[src/rtl/unwind_pkg.sv]
package unwind_pkg;

    localparam int DATA_W = 32;

    typedef enum logic {
        RET_EXC = 1'b0,
        RET_NMI = 1'b1
    } ret_kind_e;

    typedef struct packed {
        logic [DATA_W-1:0] status;
        logic [DATA_W-1:0] sp;
        logic [DATA_W-1:0] ksp;
    } unw_state_t;

    // Pop one stacked level: keep the top keep_w bits, drop the drop_w
    // bits under them, shift the remaining field down by lvl.
    function automatic logic [DATA_W-1:0] pop_level(
        input logic [DATA_W-1:0] s,
        input int keep_w,
        input int drop_w,
        input int lvl
    );
        logic [DATA_W-1:0] r;
        r = '0;
        for (int i = 0; i < DATA_W; i++) begin
            if (i >= DATA_W - keep_w) begin
                r[i] = s[i];
            end else if (i + lvl < DATA_W - keep_w - drop_w) begin
                r[i] = s[i + lvl];
            end
        end
        return r;
    endfunction

endpackage

[src/rtl/unw_status_pop.sv]
module unw_status_pop
    import unwind_pkg::*;
#(
    parameter int KEEP_W  = 2,
    parameter int DROP_W  = 2,
    parameter int LEVEL_W = 10,
    parameter int P_POS   = 7,
    parameter int R_POS   = 8,
    parameter int M_POS   = 9
) (
    input  logic [DATA_W-1:0] stat_old,
    input  ret_kind_e         kind,
    output logic [DATA_W-1:0] stat_new
);

    logic [DATA_W-1:0] popped;

    always_comb begin
        popped   = pop_level(stat_old, KEEP_W, DROP_W, LEVEL_W);
        stat_new = popped;
        if (!stat_old[R_POS]) begin
            stat_new[P_POS] = 1'b1;
        end
        if (kind == RET_NMI) begin
            stat_new[M_POS] = 1'b1;
        end
    end

endmodule

[src/rtl/unw_stack_swap.sv]
module unw_stack_swap
    import unwind_pkg::*;
#(
    parameter int U_POS = 6
) (
    input  logic [DATA_W-1:0] stat_new,
    input  logic [DATA_W-1:0] sp_cur,
    input  logic [DATA_W-1:0] usp,
    input  logic [DATA_W-1:0] ksp_prev,
    output logic [DATA_W-1:0] sp_next,
    output logic [DATA_W-1:0] ksp_next
);

    always_comb begin
        if (stat_new[U_POS]) begin
            sp_next  = usp;
            ksp_next = sp_cur;
        end else begin
            sp_next  = sp_cur;
            ksp_next = ksp_prev;
        end
    end

endmodule

[src/rtl/unw_state_regs.sv]
module unw_state_regs
    import unwind_pkg::*;
(
    input  logic       clk,
    input  logic       rst,
    input  logic       load,
    input  unw_state_t d,
    output unw_state_t q
);

    always_ff @(posedge clk) begin
        if (rst) begin
            q <= '0;
        end else if (load) begin
            q <= d;
        end
    end

endmodule

[src/rtl/exc_return_unwinder.sv]
module exc_return_unwinder
    import unwind_pkg::*;
#(
    parameter int KEEP_W  = 2,
    parameter int DROP_W  = 2,
    parameter int LEVEL_W = 10,
    parameter int C_POS   = 0,
    parameter int V_POS   = 1,
    parameter int Z_POS   = 2,
    parameter int N_POS   = 3,
    parameter int X_POS   = 4,
    parameter int I_POS   = 5,
    parameter int U_POS   = 6,
    parameter int P_POS   = 7,
    parameter int R_POS   = 8,
    parameter int M_POS   = 9
) (
    input  logic              clk,
    input  logic              rst,
    input  logic              ret_valid,
    input  logic              ret_kind,
    input  logic [DATA_W-1:0] status_in,
    input  logic [DATA_W-1:0] stack_ptr_in,
    input  logic [DATA_W-1:0] usr_sp_in,
    output logic [DATA_W-1:0] status_out,
    output logic [DATA_W-1:0] stack_ptr_out,
    output logic [DATA_W-1:0] kern_sp_out
);

    ret_kind_e          kind;
    logic [DATA_W-1:0]  stat_new;
    unw_state_t         next_st;
    unw_state_t         cur_st;

    assign kind = ret_kind_e'(ret_kind);

    unw_status_pop #(
        .KEEP_W (KEEP_W),
        .DROP_W (DROP_W),
        .LEVEL_W(LEVEL_W),
        .P_POS  (P_POS),
        .R_POS  (R_POS),
        .M_POS  (M_POS)
    ) u_pop (
        .stat_old(status_in),
        .kind    (kind),
        .stat_new(stat_new)
    );

    unw_stack_swap #(
        .U_POS(U_POS)
    ) u_swap (
        .stat_new(stat_new),
        .sp_cur  (stack_ptr_in),
        .usp     (usr_sp_in),
        .ksp_prev(cur_st.ksp),
        .sp_next (next_st.sp),
        .ksp_next(next_st.ksp)
    );

    assign next_st.status = stat_new;

    unw_state_regs u_regs (
        .clk (clk),
        .rst (rst),
        .load(ret_valid),
        .d   (next_st),
        .q   (cur_st)
    );

    assign status_out    = cur_st.status;
    assign stack_ptr_out = cur_st.sp;
    assign kern_sp_out   = cur_st.ksp;

endmodule

[config.mk]
export PLATFORM = sky130hd
export DESIGN_NAME = exc_return_unwinder
export DESIGN_NICKNAME = d
export VERILOG_FILES = /design/src/rtl/unwind_pkg.sv /design/src/rtl/unw_status_pop.sv /design/src/rtl/unw_stack_swap.sv /design/src/rtl/unw_state_regs.sv /design/src/rtl/exc_return_unwinder.sv
export SDC_FILE = /design/constraint.sdc
export NUM_CORES = 1
export LEC_CHECK = 0
export CAP_MARGIN = 20
export CORE_AREA = 8 8 107 109
export DETAILED_ROUTE_END_ITERATION = 16
export DIE_AREA = 0 0 115 117
export GPL_ROUTABILITY_DRIVEN = 1
export PLACE_DENSITY = 0.76
export SETUP_SLACK_MARGIN = 0.3
export SLEW_MARGIN = 0
export SYNTH_ARGS = -nofsm -noshare
export SYNTH_HDL_FRONTEND = slang
export SYNTH_SLANG_ARGS = --single-unit
[constraint.sdc]
create_clock -name clk -period 1.3 [get_ports clk]
set_clock_uncertainty 0.1 [all_clocks]
set_input_delay 0.195 -clock clk [delete_from_list [all_inputs] [get_ports clk]]
set_output_delay 0.195 -clock clk [all_outputs]
set_load 0.01 [all_outputs]
==> metrics.cfg, run 1 <==
[cells_and_area]
antennaDiodeCount=0
drive_above_1_share=0.455
mostFrequentLayoutCells=clkdlybuf4s50_1, dfxtp_2, buf_6
final_cells=675
final_common_cell=clkdlybuf4s50_1
largest_register_ffs=84
regMostFlops=u_regs.q
area_growth_pct=60.4
fin_nets=634
largest_registers=u_regs.q x84

[clock_network]
numCtsBuffers=9
clock_latency_ns=0.34
root_buffer=clkbuf_8
htree_num_levels=3
tritoncts=built
clk_pin_slew_ns=0.09
cts_hold_buf=0
clock_path_buffers=2
cts.sinks=84

[sta]
finalSetupViolations=0
maxSlewViolCount=0
fmax_ghz=0.912
setup_tns_ns=0
hold_violations=0
min_period_ns=1.10
fin_crit_sh=0.844
rsz0062_at_grt=true
fin_ws_ns=0.203

[synth]
synth_top_family_by_area=compound AO/OA/AOI/OAI gates
syn_area_per_cell_um2=9.98
synth-main-ff-cell=dfxtp_1
synthSimpleGateAreaFrac=0.0978
netlist-cell-type-count=18
synth_area_leader_cell=dfxtp_1
synth_edf_count=0
synth_cells=368
synth_compound_area_frac=0.209
synth_area_um2=3670
synth_area_leaders=dfxtp_1, mux2i_1, a21bo_2
synth_warnings=0
synthMuxAreaShare=0.136
synth_fa_ha_area_frac=0
yosysSeqAreaShare=0.458
async_reset_ff_frac=0
ys_ff_latch=84
synth_top_area_share=0.458
synth-xor-area-share=0

[drt]
drtIter0Drc=186
wire_per_inst_um=15.8
drc_errors=0
dr.pass1.iters=4
dr_total_vias=3228
viasPerCell=4.78
antenna_left=0
drt_wl_total_um=10600

[placed_design]
routabilityCongestion=0.746
pre_cts_slack_ns=0.0790
hpwl_um=7680
place_inst=650
port_buffers=172

[min_path]
holdCritStartpoint=ret_valid
min_path_type=in2reg

[critical_path]
criticalPathCategory=reg2out
crit_path_top_delay_cell=dfxtp_2
required_ns=1.00
startpoint_type=register
r2r_start=u_regs.q[52]
worstSetupEndpointType=primary output
cp_max_fo=2
worst_ep_arrival_time_ns=0.80
critPathTopFamily=flip-flops
cp-startpoint=u_regs.q[62]
max_stage_delay_ns=0.34
cp_cell_sequence=buf_6
crit_buf_inv=1

[global_routing]
grt.overflow.total=0
grt_antenna_before_repair=0
grt_max_degree=50
grt_pass1_wl_um=16400
grt_util_all_layers=0.152
grt_pass1_vias=3319

[die]
rows=37
die_w_um=115
core_area_um2=9910
io_pins=196
fp.dieH_um=117
dieArea_um2=13500
start_util=0.371

[power_and_ir_drop]
power_mw=6.04
vdd_drop_max_mv=0.588
p_per_area_nw_per_um2=1030
p_leak_nw=2.50

[job]
cap_violations=0

[status]
outcome=completed

cell usage after synthesis, types with 2 or more instances:
cell type   n
buf_4      15
clkbuf_1    3
nand3_1    32
nor2_1     53
buf_1       5
dfxtp_1    84
a21bo_2    32
buf_2      16
a211oi_1   27
a211oi_2    6
a21oi_1    32
buf_12      2
buf_6       7
mux2i_1    50
area by class of cell:
type / instances / area [um2]
sequential: 84 / 1790
fill: 889 / 4020
multi-input combinational: 245 / 1670
clock buffer: 12 / 155
inverter: 1 / 3.75
tap: 136 / 170
timing repair buffer: 193 / 2060
clock inverter: 4 / 47.5
final timing paths:
path,end,slack (ns),cells after the start
max,stack_ptr_out[30],0.20,1
min,u_regs.q[41],0.06,2
max reg2reg,u_regs.q[52],0.35,4
min reg2reg,u_regs.q[43],0.39,2
power breakdown:
part           leakage [nW]  switching [mW]  internal, mW
logic                  1.67           0.514         0.769
clock network         0.102           0.904         0.988
registers             0.723           0.104          2.76
total                  2.50            1.52          4.52
metal layers:
layer / vias to the layer above / track usage / share of wire
met3: 8 / 0.0682 / 0.096
met4: 0 / 0.0394 / 0.0091
met2: 114 / 0.266 / 0.50
met5: - / 0 / 0
met1: 1503 / 0.165 / 0.40
li1: 1603 / - / -
cell families (layout without fill, tap and decap cells):
kind of cell / Yosys count / in the layout
simple gates: 85 / 85
other cells: 1 / 12
buf+inv: 50 / 210
mux: 50 / 50
flops: 84 / 84
compound gates: 98 / 98
stage by stage:
stage / cell area (um2) / util / hold WS, ns
finish: 5890 / 0.595 / 0.0636
global route: 5890 / 0.595 / 0.0405
CTS: 5840 / 0.589 / 0.0440
detailed placement: 5420 / 0.547 / 0.378
global placement: 5420 / 0.547 / 0.367
floorplan: 3720 / - / 0.213
what timing repair did:
| action | 4_1_cts | 5_1_grt |
|---|---|---|
| setup buffers | 4 | 5 |
| cloned | 0 | 0 |
| pin swaps | 0 | 0 |
| setup endpoints to repair | 84 | 84 |
| gates resized for setup | 498 | 5 |
| hold endpoints to repair | 0 | 0 |
No activity file was read; power rests on OpenSTA's default activity.
==> run 2, diff against run 1 <==
clock period = 1.15 ns   (was 1.3 ns; I/O delays follow)
==> metrics.cfg, run 2 (same netlist as run 1, synthesis figures left out) <==
[drt]
wire_per_inst_um=16.1  ; was 15.8 um
dr.pass1.iters=5  ; was 4
wl_met1_um=4560  ; was 4250 um
dr_total_vias=3255  ; was 3228
viasPerCell=4.76  ; was 4.78
drtIter0Drc=134  ; was 186
highest_layer=met4  ; unchanged
met3WireLength_um=992  ; was 1020 um
dr_wl_met2_um=5400  ; was 5280 um
drt_wl_total_um=11000  ; was 10600 um
antenna_left=0  ; unchanged
drc_errors=0  ; unchanged

[clock_network]
htree_num_levels=3  ; unchanged
clk_pin_slew_ns=0.09  ; about the same
clock_path_buffers=2  ; unchanged
tritoncts=built  ; unchanged
cts.sinks=84  ; unchanged
clock_latency_ns=0.34  ; about the same
cts_hold_buf=0  ; unchanged
numCtsBuffers=9  ; unchanged
root_buffer=clkbuf_8  ; unchanged

[critical_path]
criticalPathCategory=reg2out  ; unchanged
critPathTopFamily=flip-flops  ; unchanged
cp_cell_sequence=buf_6  ; unchanged
reg2reg_slack_ns=0.25  ; was 0.35 ns
cp_max_fo=2  ; unchanged
worstSetupEndpointType=primary output  ; unchanged
required_ns=0.88  ; was 1.00 ns
worst_ep_arrival_time_ns=0.81  ; was 0.80 ns
crit_buf_inv=1  ; unchanged
max_stage_delay_ns=0.35  ; was 0.34 ns
crit_path_top_delay_cell=dfxtp_2  ; unchanged
startpoint_type=register  ; unchanged

[cells_and_area]
regMostFlops=u_regs.q  ; unchanged
drive_above_1_share=0.555  ; was 0.455
fin_nets=643  ; was 634
antennaDiodeCount=0  ; unchanged
final_common_cell=buf_6  ; was clkdlybuf4s50_1
largest_register_ffs=84  ; unchanged
final_util=0.632  ; was 0.595
mostFrequentLayoutCells=buf_6, clkdlybuf4s50_1, dfxtp_2  ; was clkdlybuf4s50_1, dfxtp_2, buf_6
area_growth_pct=70.4  ; was 60.4%
largest_registers=u_regs.q x84  ; unchanged

[die]
io_pins=196  ; unchanged
die_w_um=115  ; unchanged
dieArea_um2=13500  ; unchanged
start_util=0.371  ; unchanged
rows=37  ; unchanged
fp.dieH_um=117  ; unchanged
core_area_um2=9910  ; unchanged

[global_routing]
grt_util_all_layers=0.151  ; was 0.152
grt_pass1_vias=3210  ; was 3319
grt_pass1_wl_um=16200  ; was 16400 um
grt.overflow.total=0  ; unchanged
grt_antenna_before_repair=0  ; unchanged
grt_max_degree=71  ; was 50

[sta]
rsz0062_at_grt=true  ; unchanged
hold_violations=0  ; unchanged
maxSlewViolCount=0  ; unchanged
finalSetupViolations=0  ; unchanged
min_period_ns=1.08
fin_crit_sh=0.943
setup_tns_ns=0  ; unchanged
fmax_ghz=0.922

[placed_design]
routabilityCongestion=0.748  ; was 0.746
port_buffers=172  ; unchanged
hpwl_um=7570  ; was 7680 um

[status]
outcome=completed  ; unchanged

[min_path]
min_path_type=in2reg  ; unchanged

[power_and_ir_drop]
vdd_drop_max_mv=0.678  ; was 0.588 mV
p_per_area_nw_per_um2=1110  ; was 1030 nW/um2
p_leak_nw=2.58  ; was 2.50 nW

[job]
cap_violations=0  ; unchanged

-- run 2: changes by cell type in the layout (fill, tap and decap cells not counted), moves of 5 or more --
cell      previous run  this run
a21oi_1             32         3
a211oi_2             6        13
buf_6               83        88
a21bo_2             32        22
nand3_2              0        10
a21bo_4              0        10
nand3_1             32        22
a21oi_2              0        29
a211oi_1            27        20
-- run 2: report_power, final --
group          switching (mW)  total [mW]  leakage, nW  internal (mW)
clock                    1.09        2.10       0.0962           1.01
combinational           0.647        1.59         1.77          0.941
sequential              0.120        3.24        0.723           3.12
-- run 2: cell type report --
class                           count  area, um2
Clock buffer                       10        128
Clock inverter                      6       65.1
Fill cell                         823       3650
Inverter                            1       3.75
Multi-Input combinational cell    245       1940
Sequential cell                    84       1790
Tap cell                          136        170
Timing Repair Buffer              202       2160
-- run 2: path summary, 6_finish.rpt --
check	startpoint	endpoint	cells past startpoint
setup reg to reg	u_regs.q[57]	u_regs.q[57]	4
hold / removal	status_in[16]	u_regs.q[29]	3
setup / recovery	u_regs.q[81]	status_out[17]	1
hold reg to reg	u_regs.q[71]	u_regs.q[71]	2
-- run 2: timing repair --
action                                  4_1_cts  5_1_grt
endpoints found under the hold margin         0        0
pin swaps                                     7       35
resized for setup                           511       49
endpoints found under the setup margin       91      133
setup buffers                                 4        6
gates cloned                                  0        1
-- run 2: worst reg2reg max path: stages (launching register included) --
cell      delay [ns]
dfxtp_2         0.33
buf_6           0.11
buf_6           0.11
nor2_4          0.09
a211oi_2        0.04
-- run 2: through the flow --
step	cell area (um2)	cells	power (mW)	setup slack (ns)	hold slack, ns
global route	6260	684	7.26	0.0145	0.0402
finish	6260	684	6.93	0.0658	0.0565
detailed placement	5520	657	4.67	-0.0441	0.369
global placement	5520	657	4.64	-0.0222	0.371
CTS	5970	677	6.89	0.0520	0.0739
floorplan	3830	379	3.94	0.190	0.190
-- run 2: routing by layer --
metal	up-vias	global-route usage
met1	1516	0.171
met4	0	0.0420
met2	107	0.251
li1	1623	-
met3	9	0.0682
met5	-	0
